`src/rtl/vram_rect_xfer.sv`:
```
module vram_rect_xfer #(
  parameter int XW = 10,
  parameter int YW = 9
) (
  input  logic              clk,
  input  logic              rst_n,
  input  logic              in_valid,
  input  logic [31:0]       in_data,
  input  logic              mask_force,
  input  logic              rd_pop,
  output logic              rd_valid,
  output logic [31:0]       rd_data,
  output logic              img_ready,
  output logic              wr_done,
  output logic              mem_we0,
  output logic              mem_we1,
  output logic              mem_re0,
  output logic              mem_re1,
  output logic [XW+YW-1:0]  mem_addr0,
  output logic [XW+YW-1:0]  mem_addr1,
  output logic [15:0]       mem_wdata0,
  output logic [15:0]       mem_wdata1,
  input  logic [15:0]       mem_rdata0,
  input  logic [15:0]       mem_rdata1
);
  localparam int AW = XW + YW;

  logic          active, is_read, rd_hi;
  logic [1:0]    hdr;
  logic [XW-1:0] x0, col;
  logic [XW:0]   wid;
  logic [YW-1:0] row;
  logic [YW:0]   left;

  logic          wr_fire, rd_fire, lane1, is_start;
  logic [XW:0]   col_a, col_b;
  logic          eol_a, eol_b;
  logic [XW-1:0] c1, c2;
  logic [YW-1:0] r1, r2;
  logic [YW:0]   l1, l2;
  logic [15:0]   msb;

  assign wr_fire = in_valid && active && !is_read;
  assign rd_fire = rd_pop && active && is_read;

  assign col_a = {1'b0, col} + 1'b1;
  assign eol_a = (col_a == wid);
  assign c1    = eol_a ? '0 : col_a[XW-1:0];
  assign r1    = row + YW'(eol_a);
  assign l1    = left - (YW+1)'(eol_a);

  assign col_b = {1'b0, c1} + 1'b1;
  assign eol_b = (col_b == wid);
  assign c2    = eol_b ? '0 : col_b[XW-1:0];
  assign r2    = r1 + YW'(eol_b);
  assign l2    = l1 - (YW+1)'(eol_b);

  assign lane1 = (l1 != '0);

  assign mem_addr0  = AW'({row, x0 + col});
  assign mem_addr1  = AW'({r1, x0 + c1});
  assign msb        = {mask_force, 15'b0};
  assign mem_wdata0 = in_data[15:0] | msb;
  assign mem_wdata1 = in_data[31:16] | msb;
  assign mem_we0    = wr_fire;
  assign mem_we1    = wr_fire && lane1;
  assign mem_re0    = rd_fire;
  assign mem_re1    = rd_fire && lane1;

  assign rd_data   = {rd_hi ? mem_rdata1 : 16'h0, mem_rdata0};
  assign img_ready = active && is_read;
  assign is_start  = (in_data[31:29] == 3'b101) || (in_data[31:29] == 3'b110);

  always_ff @(posedge clk) begin
    if (!rst_n) begin
      active   <= 1'b0;
      is_read  <= 1'b0;
      hdr      <= 2'd0;
      x0       <= '0;
      col      <= '0;
      wid      <= '0;
      row      <= '0;
      left     <= '0;
      rd_valid <= 1'b0;
      rd_hi    <= 1'b0;
      wr_done  <= 1'b0;
    end else begin
      wr_done  <= 1'b0;
      rd_valid <= rd_fire;
      rd_hi    <= rd_fire && lane1;
      if (wr_fire || rd_fire) begin
        col  <= lane1 ? c2 : c1;
        row  <= lane1 ? r2 : r1;
        left <= lane1 ? l2 : l1;
        if (!lane1 || l2 == '0) begin
          active  <= 1'b0;
          wr_done <= !is_read;
        end
      end
      if (in_valid && !wr_fire) begin
        case (hdr)
          2'd0: if (is_start) begin
            hdr     <= 2'd1;
            active  <= 1'b0;
            is_read <= in_data[30];
          end
          2'd1: begin
            x0  <= in_data[XW-1:0];
            row <= in_data[16 +: YW];
            hdr <= 2'd2;
          end
          default: begin
            wid    <= {1'b0, in_data[XW-1:0] - 1'b1} + 1'b1;
            left   <= {1'b0, in_data[16 +: YW] - 1'b1} + 1'b1;
            col    <= '0;
            active <= 1'b1;
            hdr    <= 2'd0;
          end
        endcase
      end
    end
  end
endmodule

```
`config.mk`:
```
export PLATFORM = sky130hd
export DESIGN_NAME = vram_rect_xfer
export DESIGN_NICKNAME = d
export VERILOG_FILES = /design/src/rtl/vram_rect_xfer.sv
export SDC_FILE = /design/constraint.sdc
export NUM_CORES = 1
export LEC_CHECK = 0
export BUFFER_PORTS_ARGS = -buffer_cell sky130_fd_sc_hd__buf_2
export CAP_MARGIN = 15
export CORE_MARGIN = 8
export CORE_UTILIZATION = 28
export DETAILED_ROUTE_END_ITERATION = 10
export SLEW_MARGIN = 0
export SYNTH_ARGS = -nofsm -noshare
export SYNTH_HDL_FRONTEND = slang
export SYNTH_SLANG_ARGS = --single-unit
export TNS_END_PERCENT = 5
```
`constraint.sdc`:
```
create_clock -name clk -period 7 [get_ports clk]
set_input_delay 1.05 -clock clk [delete_from_list [all_inputs] [get_ports clk]]
set_output_delay 1.05 -clock clk [all_outputs]
set_load 0.01 [all_outputs]
```
==> results of run 1 <==
[through the flow]
stage,util,hold WS (ns)
finish,0.319,0.476
global route,0.319,0.493
CTS,0.319,0.473
detailed placement,0.305,0.466
global placement,0.305,0.474
floorplan,-,0.425
[sequential cells by signal, indices dropped and copies added, names as in the netlist, 2 cells and up]
register  flops
wid          11
col          10
left         10
x0           10
row           9
hdr           2
[power by group]
part           switching (mW)  internal (mW)
clock                   0.170          0.286
combinational          0.0985         0.0610
sequential            0.00883          0.330
total                   0.278          0.676
[layout make-up]
class / count / area, sq um / share of cell area
Sequential cell: 57 / 1140 / 0.166
Clock buffer: 10 / 239 / 0.0347
Tap cell: 280 / 350 / 0.0509
Multi-Input combinational cell: 644 / 4250 / 0.618
Timing Repair Buffer: 136 / 703 / 0.102
Clock inverter: 6 / 67.6 / 0.00982
Inverter: 34 / 128 / 0.0186
[layer usage]
layer | routed length, um | global-route usage
met4 | 524 | 0.0529
met5 | 0 | 0
met1 | 8360 | 0.181
met3 | 1040 | 0.0166
met2 | 9220 | 0.231
[cells in the final DEF (no fill, tap or decap), drive strengths merged, types with 4 or more instances in the layout]
cell | netlist | final
and4 | 4 | 4
a21o | 5 | 5
a221oi | 6 | 6
xnor2 | 71 | 71
nor4b | 4 | 4
a211oi | 25 | 25
nand3 | 26 | 26
nor3 | 23 | 23
o211ai | 13 | 13
or3 | 6 | 6
o2111ai | 4 | 4
buf | 61 | 136
and2 | 25 | 25
nor2 | 82 | 82
inv | 33 | 33
xor2 | 30 | 30
and3 | 12 | 12
nor2b | 9 | 9
nand4b | 4 | 4
nand4 | 12 | 12
nor4 | 8 | 8
o21ai | 42 | 42
clkinv | 1 | 4
nand2b | 9 | 9
o21bai | 8 | 8
nand2 | 73 | 73
a21oi | 62 | 62
dfxtp | 57 | 57
clkbuf | 39 | 10
ha | 30 | 30
[worst max path at each step]
| stage | from | endpoint | slack [ns] | cells after the start |
|---|---|---|---|---|
| 4_1_cts | col[2]$_SDFF_PN0_ | wr_done$_SDFF_PN0_ | 0.82 | 23 |
| 2_1_floorplan | col[1]$_SDFF_PN0_ | wr_done$_SDFF_PN0_ | 1.52 | 27 |
| 3_5_place_dp | col[2]$_SDFF_PN0_ | wr_done$_SDFF_PN0_ | 0.87 | 23 |
| 3_3_place_gp | col[0]$_SDFF_PN0_ | wr_done$_SDFF_PN0_ | 0.96 | 24 |
| 6_report | col[0]$_SDFF_PN0_ | wr_done$_SDFF_PN0_ | 0.78 | 24 |
| 5_1_grt | col[0]$_SDFF_PN0_ | wr_done$_SDFF_PN0_ | 0.23 | 24 |
[critical path, stage by stage, from the launching register on]
cell and delay, ns:
dfxtp_1 0.60, ha_1 0.49, and2_1 0.24, nand3_1 0.14, a221oi_2 0.42, nor4_4 0.12
and2_1 0.22, nor2b_1 0.28, ha_1 0.25, inv_1 0.09, a211oi_4 0.36, a21oi_1 0.14
a211o_1 0.30, a221oi_2 0.34, o2111ai_4 0.22, nor2_1 0.20, ha_1 0.21, ha_1 0.27
xor2_1 0.28, xnor2_1 0.15, nand3_1 0.10, nor4b_1 0.29, a41o_1 0.23, nand2_1 0.06
nor3_1 0.13
[cell families (layout without fill, tap and decap cells)]
group                    Yosys count  after routing
buffers and inverters            134            186
multiplexers                       6              6
adder cells (fa/ha/maj)           32             32
AO/OA/AOI/OAI                    195            195
flip-flops                        57             57
XOR/XNOR                         102            102
AND/OR/NAND/NOR                  309            309
==> summary.md, run 1 <==
| Metric | Value |
|---|---|
| CP arrival | 6.47 ns |
| Placed instance area | 6570 sq um |
| FF-to-FF path depth | 24 |
| Drt first pass iters | 6 |
| Wire per inst | 16.4 um |
| CTS tree | done |
| Most frequent cell after synthesis | nor2_1 |
| Fin worst setup slack | approximately 0.78 ns |
| Total chip power | 0.954 mW |
| Post-synth top area cell | dfxtp_1 |
| Status | complete, no violations |
| First-pass GRT wire length | 30.3 mm |
| Mapped Area | 6090 sq um |
| Most frequent cells after synthesis | nor2_1, nand2_1, xnor2_1 |
| Max transition margin | 0.295 |
| Syn-to-layout area delta | 13.0% |
| Placed insts | 1151 |
| Rows | 54 |
| Synth Flop Type | dfxtp_1 |
| Vias | 5899 |
| LEAKAGE | 2.77 nW |
| Clk_skew | 0.0131 ns |
| Initial Utilization | 0.282 |
| Die ar. | 26700 sq um |
| Syn nets | 936 |
| Final TNS setup | 0 ns |
| Max Cap Violations | 0 |
| Seq/Total Area, Yosys | 0.187 |
| Dpl hpwl | 15.1 mm |
| Placement Setup Slack | 0.872 ns |
| Synth top area cells | dfxtp_1, xnor2_1, ha_1, buf_4, a21oi_1 |
| Final Max Slew Viols | 0 |
| CTS H-Tree Depth | 3 |
| Post-CTS setup buffer count | 0 |
| Initial antenna violation count | 0 |
| # clock sinks | 57 |
| Fraction of layout cells with a size suffix above 1 | 0.194 |
| 1st-iter DRT viols | 501 |
| Critical path endpoint category | register |
| Cts hold-fix bufs | 0 |
| Number of global-route vias before repair | 5522 |
| Adder-Cell Fraction of Synth Area | 0.0682 |
| Largest net degree at the start of global routing | 43 |
| Unrepaired setup endpoints after global routing | false |
| Worst skew pair latency | 0.34 ns |
| Synth Area in Simple Gates | 0.256 |
| Distinct cells, synth | 72 |
| Critical R2R Launch | col[0]$_SDFF_PN0_ |
| Fin area | 6880 sq um |
| Critical Path Start Type | register |
| Chip height | about 160 um |
| Flops & latches, synth | 57 |
| Main combinational cell family by area after synthesis | simple AND/OR/NAND/NOR gates |
| Grt total ovfl | 0 |
| VDD IR max | 76.2 uV |
| I/O Buffers | 127 |
| GPL Wtd Cong | 0.935 |
| Top cell type's share of synthesized area | 0.187 |
| Filler instances | 2258 |
| Hold EP | wr_done$_SDFF_PN0_ |
| PostCTS Resize Cnt | 0 |
| All-Layer GR Usage | 0.139 |
| Mux contribution to synthesized area | 0.0105 |
| Final Critical Period | between 6 and 7 ns |
| Fmax | about 160 MHz |
| Final setup fails | 0 |
| Core box area | 21600 sq um |
| Fin. Hold Viols | 0 |
| EDFF count, synth | 0 |
| Ports | approximately 180 |
| Hold Crit Class | register to register |
| Crit path kind | register to register |
| Hold Startpoint | is_read$_SDFFE_PN0P_ |
| Synth Area in XOR/XNOR | 0.150 |
| Synthesized instance count | roughly 840 |
| Synthesis Warnings | 0 |
| Fin cells | around 1200 |
| Hold Path Stages | 1 |
| Clock-pin slew on the worst setup and hold paths | roughly 0.060 ns |
| Syn_area_per_cell | 7.29 sq um |
| Flop-to-flop setup slack | roughly 0.8 ns |
| Clock Tree Root | clkbuf_16 |
| Nets | 983 |
| CTS Buf Count | 9 |
| Antenna Violating Nets Remaining | 0 |
| Final period util | 0.888 |
| Post-synth ARST share | 0 |
| Die X | 163 um |
| Pwr per Cell Area | around 140 nW/um^2 |
| Worst slew pin tran | 1.05 ns |
| Final wirelength | 19.1 mm |
| Worst-case clock buffer depth | 2 |
| Worst Path Required | ~7.3 ns |
| Drt drc | 0 |
| Crit Path Max Fanout | 14 |
| Reg-to-Reg End | wr_done$_SDFF_PN0_ |
| Compound-Gate Fraction of Synth Area | 0.213 |
| Inserted Diodes | 0 |
| Drt via density | 5.05 |
(Power assumes the default switching activity.)
==> inputs of run 2 (changes only) <==
--- a/config.mk
+++ b/config.mk
@@ -8,9 +8,10 @@
 export BUFFER_PORTS_ARGS = -buffer_cell sky130_fd_sc_hd__buf_2
 export CAP_MARGIN = 15
 export CORE_MARGIN = 8
-export CORE_UTILIZATION = 28
+export CORE_UTILIZATION = 45
 export DETAILED_ROUTE_END_ITERATION = 10
-export SLEW_MARGIN = 0
+export PLACE_DENSITY = 0.71
+export SLEW_MARGIN = 30
 export SYNTH_ARGS = -nofsm -noshare
 export SYNTH_HDL_FRONTEND = slang
 export SYNTH_SLANG_ARGS = --single-unit
==> summary.md, run 2 (synthesis gave the netlist of run 1 again) <==
| Metric | Value |
|---|---|
| Status | complete, no violations |
| Crit path max-delay cell type | dfxtp_1 |
| Core box area | 13200 sq um |
| Placed insts | 1046 |
| I/O Buffers | roughly 130 |
| Critical path depth in cells | 24 |
| Fin area | 6760 sq um |
| Placed instance area | 6430 sq um |
| Fraction of layout cells with a size suffix above 1 | 0.194 |
| Most common cell after layout, fill and taps aside | buf_2 |
| Filler instances | 1331 |
| Chip height | 132 um |
| Max Cap Violations | 0 |
| Comb pwr share | 0.163 |
| Clock-pin slew on the worst setup and hold paths | 0.05 ns |
| First-pass GRT wire length | 29.2 mm |
| Hold Crit Class | register to register |
| CTS Buf Count | 9 |
| Switching power | 0.269 mW |
| Clock Tree Root | clkbuf_16 |
| Final TNS setup | 0 ns |
| 1st-iter DRT viols | 474 |
| Unrepaired setup endpoints after global routing | false |
| Die ar. | 17500 sq um |
| Fin cells | 1062 |
| Crit Path Max Fanout | 14 |
| Number of global-route vias before repair | roughly 5700 |
| Rows | 42 |
| Ports | 178 |
| Hold Path Stages | 2 |
| Final period util | 0.912 |
| CP Cell Sequence | ha_1 > and2_1 > nand3_1 > a221oi_2 > nor4_4 > and2_1 > nor2b_1 > ha_1 > inv_1 > a211oi_4 > a21oi_1 > a211o_1 > a221oi_2 > o2111ai_4 > nor2_1 > ha_1 > ha_1 > xor2_1 > xnor2_1 > nand3_1 > nor4b_1 > a41o_1 > nand2_1 > nor3_1 |
| CP arrival | about 6.6 ns |
| Most frequent cells in the layout | buf_2, nor2_1, nand2_1, xnor2_1, a21oi_1 |
| FF-to-FF path depth | 24 |
| Final wirelength | 18.5 mm |
| Total chip power | about 0.98 mW |
| Fmax | 157 MHz |
| Grt total ovfl | 0 |
| PostCTS Resize Cnt | 0 |
| Worst slew pin tran | ~0.76 ns |
| Worst Path Buf+Inv | 1 |
| Post-layout util | 0.510 |
| Clock group share of total power | 0.491 |
| Crit path kind | register to register |
| Max transition margin | 0.491 |
| Initial Utilization | 0.460 |
| CTS tree | done |
| Final Critical Period | roughly 6.4 ns |
| Post-CTS setup buffer count | 0 |
| Slowest Stage Delay on Critical Path | 0.61 ns |
| Number of flip-flops in the largest register | 11 |
| Drt drc | 0 |
| Worst skew pair latency | about 0.34 ns |
| Worst Path Required | between 7 and 8 ns |
| CTS H-Tree Depth | 3 |
| Sequential Power Share | 0.346 |
| Syn-to-layout area delta | 11.0% |
| Pwr per Cell Area | 145 nW/um^2 |
| Antenna Violating Nets Remaining | 0 |
| GPL Wtd Cong | between 0.9 and 1 |
| Drt via density | 5.66 |
| Fin. Hold Viols | 0 |
| # clock sinks | 57 |
| Largest reg by FF count | wid |
| Largest net degree at the start of global routing | 43 |
| Vias | ~6000 |
| LEAKAGE | 2.77 nW |
| Critical path endpoint category | register |
| Wire per inst | approximately 17 um |
| Worst-case clock buffer depth | 2 |
| Power Internal | 0.710 mW |
| Final Max Slew Viols | 0 |
| Switching Share | 0.274 |
| All-Layer GR Usage | 0.201 |
| Clk_skew | 0.00752 ns |
| Delay-heaviest family, CP | compound AO/OA/AOI/OAI gates |
| Dpl hpwl | 14.1 mm |
| Die X | about 130 um |
| Cts hold-fix bufs | 0 |
| Final setup fails | 0 |
| Initial antenna violation count | 1 |
| Critical Path Start Type | register |
| VDD IR max | between 90 and 100 uV |
| CP most frequent cell | ha_1 |
| Drt first pass iters | 5 |
| Nets | 982 |
-- run 2: cell count changes in the layout (fill, tap and decap cells not counted), sizes merged --
cell	change
buf	-1
bufinv	+1
clkinv	-2
diode	+1
-- run 2: path summary, 6_finish.rpt --
check                                   startpoint                 end  slack, ns
worst max-delay path             col[0]$_SDFF_PN0_  wr_done$_SDFF_PN0_       0.61
worst min-delay path            x0[7]$_SDFFE_PN0P_  x0[7]$_SDFFE_PN0P_       0.48
worst max register to register   col[0]$_SDFF_PN0_  wr_done$_SDFF_PN0_       0.61
worst min register to register  x0[7]$_SDFFE_PN0P_  x0[7]$_SDFFE_PN0P_       0.48
-- run 2: worst register-to-register path, delay by kind of cell, from the launching register on --
kind                     cells  cell delay (ns)
adder cells (fa/ha/maj)      4             1.25
AO/OA/AOI/OAI                7             2.05
XOR/XNOR                     2             0.45
buffers and inverters        1             0.09
flip-flops                   1             0.61
AND/OR/NAND/NOR             10             1.84
-- run 2: area by class of cell --
type	count	area [sq um]	area share
Antenna cell	1	2.50	0.000370
Clock buffer	10	239	0.0354
Clock inverter	5	80.1	0.0118
Inverter	34	128	0.0189
Multi-Input combinational cell	644	4250	0.629
Sequential cell	57	1140	0.169
Tap cell	176	220	0.0326
Timing Repair Buffer	135	696	0.103
-- run 2: per-stage QoR --
| step | hold slack, ns | setup slack, ns |
|---|---|---|
| final | 0.481 | 0.613 |
| after global routing | 0.502 | 0.121 |
| after CTS | 0.484 | 0.705 |
| after detailed placement | 0.465 | 0.779 |
| after global placement | 0.470 | 0.984 |
| after floorplan | 0.425 | 1.52 |
-- run 2: power by group through the flow --
| stage | registers [mW] | logic, mW | clock network [mW] |
|---|---|---|---|
| after global placement | 0.345 | 0.158 | 0 |
| after detailed placement | 0.345 | 0.159 | 0 |
| after global routing | 0.340 | 0.174 | 0.501 |
| after floorplan | 0.342 | 0.124 | 0 |
| after CTS | 0.338 | 0.159 | 0.486 |
| final | 0.339 | 0.160 | 0.480 |
-- run 2: routing by layer --
metal,global-route usage,wire [um],vias to the layer above,part of all wire
met2,0.331,8630,211,0.47
li1,-,-,2971,-
met1,0.247,8060,2786,0.44
met5,0,0,-,0
met3,0.0484,1260,46,0.068
met4,0.0826,503,0,0.027
==> inputs of run 3 (changes only) <==
--- a/config.mk
+++ b/config.mk
@@ -7,10 +7,10 @@
 export LEC_CHECK = 0
 export BUFFER_PORTS_ARGS = -buffer_cell sky130_fd_sc_hd__buf_2
 export CAP_MARGIN = 15
+export CORE_ASPECT_RATIO = 1.2
 export CORE_MARGIN = 8
-export CORE_UTILIZATION = 45
+export CORE_UTILIZATION = 35
 export DETAILED_ROUTE_END_ITERATION = 10
-export PLACE_DENSITY = 0.71
 export SLEW_MARGIN = 30
 export SYNTH_ARGS = -nofsm -noshare
 export SYNTH_HDL_FRONTEND = slang
==> summary.md, run 3 (synthesis gave the netlist of run 1 again) <==
| Metric | Value |
|---|---|
| Status | complete, no violations |
| Cts hold-fix bufs | 0 |
| LEAKAGE | 2.78 nW |
| Largest reg by FF count | wid |
| Critical R2R Launch | col[2]$_SDFF_PN0_ |
| Most frequent cells in the layout | buf_2, nor2_1, nand2_1, xnor2_1, a21oi_1 |
| Initial Utilization | 0.352 |
| CTS Buf Count | 9 |
| # clock sinks | 57 |
| Dpl hpwl | 14.7 mm |
| Critical path endpoint category | primary output |
| Ports | 178 |
| Largest net degree at the start of global routing | 43 |
| Final Max Slew Viols | 0 |
| Most common cell after layout, fill and taps aside | buf_2 |
| Chip height | 160 um |
| Fmax | 158 MHz |
| I/O Buffers | 127 |
| Drt first pass iters | 5 |
| Switching power | 0.277 mW |
| CP arrival | 5.29 ns |
| Vias | slightly below 6000 |
| Worst slew pin tran | between 0.7 and 0.8 ns |
| Clk_skew | 0.00730 ns |
| Grt total ovfl | 0 |
| Max Cap Violations | 0 |
| Unrepaired setup endpoints after global routing | false |
| Total chip power | 0.984 mW |
| CTS tree | done |
| Fin worst setup slack | 0.657 ns |
| Filler instances | 1811 |
| Hold Crit Class | register to register |
| Placement Setup Slack | about 0.86 ns |
| Rows | 53 |
| First-pass GRT wire length | 30.1 mm |
| Critical Path Start Type | register |
| All-Layer GR Usage | 0.170 |
| Clock group share of total power | 0.492 |
| Core box area | 17300 sq um |
| Wire per inst | 16.9 um |
| Crit Path Max Fanout | 16 |
| VDD IR max | 103 uV |
| Nets | 983 |
| Max transition margin | 0.481 |
| Final setup fails | 0 |
| Hold Startpoint | x0[8]$_SDFFE_PN0P_ |
| Clock-pin slew on the worst setup and hold paths | approximately 0.06 ns |
| Inserted Diodes | 0 |
| Number of global-route vias before repair | 5825 |
| Worst-case clock buffer depth | 2 |
| Clock Tree Root | clkbuf_16 |
| Final period util | 0.906 |
| Worst skew pair latency | 0.33 ns |
| Crit path kind | register to primary output |
| PostCTS Resize Cnt | 0 |
| GPL Wtd Cong | 0.954 |
| Number of flip-flops in the largest register | 11 |
| Final wirelength | 18.7 mm |
| Final TNS setup | 0 ns |
| Drt via density | ~5.4 |
| Syn-to-layout area delta | 12.1% |
| Pwr per Cell Area | 144 nW/um^2 |
| CTS H-Tree Depth | 3 |
| Post-layout util | 0.394 |
| Fin. Hold Viols | 0 |
| Die ar. | 21900 sq um |
| Switching Share | 0.282 |
| Fraction of layout cells with a size suffix above 1 | 0.195 |
| Sequential Power Share | 0.345 |
| Worst Path Required | 5.95 ns |
| Drt drc | 0 |
| Final Critical Period | ~6.3 ns |
| Critical Path Start | col[0]$_SDFF_PN0_ |
| Die X | 136 um |
| 1st-iter DRT viols | 409 |
| Comb pwr share | 0.163 |
| Post-CTS setup buffer count | 0 |
| Antenna Violating Nets Remaining | 0 |
| Initial antenna violation count | 0 |
| Power Internal | 0.706 mW |
-- run 3: changes by cell type in the layout (fill, tap and decap cells not counted), sizes merged --
cell / before / now
diode: 1 / 0
inv: 33 / 35
buf: 135 / 136
clkbuf: 10 / 9
-- run 3: worst paths after layout --
kind	slack, ns	cells past startpoint	end
hold reg to reg	0.51	2	x0[8]$_SDFFE_PN0P_
hold / removal	0.51	2	x0[8]$_SDFFE_PN0P_
setup / recovery	0.66	15	mem_re1
setup reg to reg	0.79	23	wr_done$_SDFF_PN0_
-- run 3: layout make-up --
cell class                      instances  area, sq um  share of cell area
Tap cell                              220          275              0.0403
Timing Repair Buffer                  136          703               0.103
Clock buffer                            9          225              0.0330
Sequential cell                        57         1140               0.167
Inverter                               34          128              0.0187
Clock inverter                          7          101              0.0148
Multi-Input combinational cell        644         4250               0.623
-- run 3: critical path, cell delays in order, from the launching register on --
cell	delay, ns
dfxtp_1	0.58
ha_1	0.48
and2_1	0.24
nor3b_2	0.31
xnor3_1	0.32
nor4_4	0.37
and2_1	0.25
buf_4	0.25
ha_1	0.23
ha_1	0.36
nor2b_1	0.27
o2111ai_1	0.18
a211oi_1	0.37
and4_1	0.52
nor2_1	0.09
buf_2	0.15
-- run 3: stage by stage --
step	instances	hold slack, ns	instance area (sq um)
after floorplan	835	0.425	6090
after global routing	1107	0.543	6830
after CTS	1107	0.508	6820
after global placement	1091	0.491	6500
after detailed placement	1091	0.497	6500
final	1107	0.507	6830
-- run 3: power groups by stage --
| stage | sequential [mW] | clock [mW] | combinational, mW |
|---|---|---|---|
| final | 0.339 | 0.484 | 0.161 |
| after CTS | 0.339 | 0.493 | 0.161 |
| after floorplan | 0.342 | 0 | 0.124 |
| after global placement | 0.346 | 0 | 0.160 |
| after global routing | 0.340 | 0.512 | 0.176 |
| after detailed placement | 0.346 | 0 | 0.160 |
-- run 3: routing by layer --
layer	GRT usage	part of all wire
met5	0	0
met4	0.0780	0.034
met3	0.0353	0.051
met2	0.291	0.49
met1	0.199	0.43
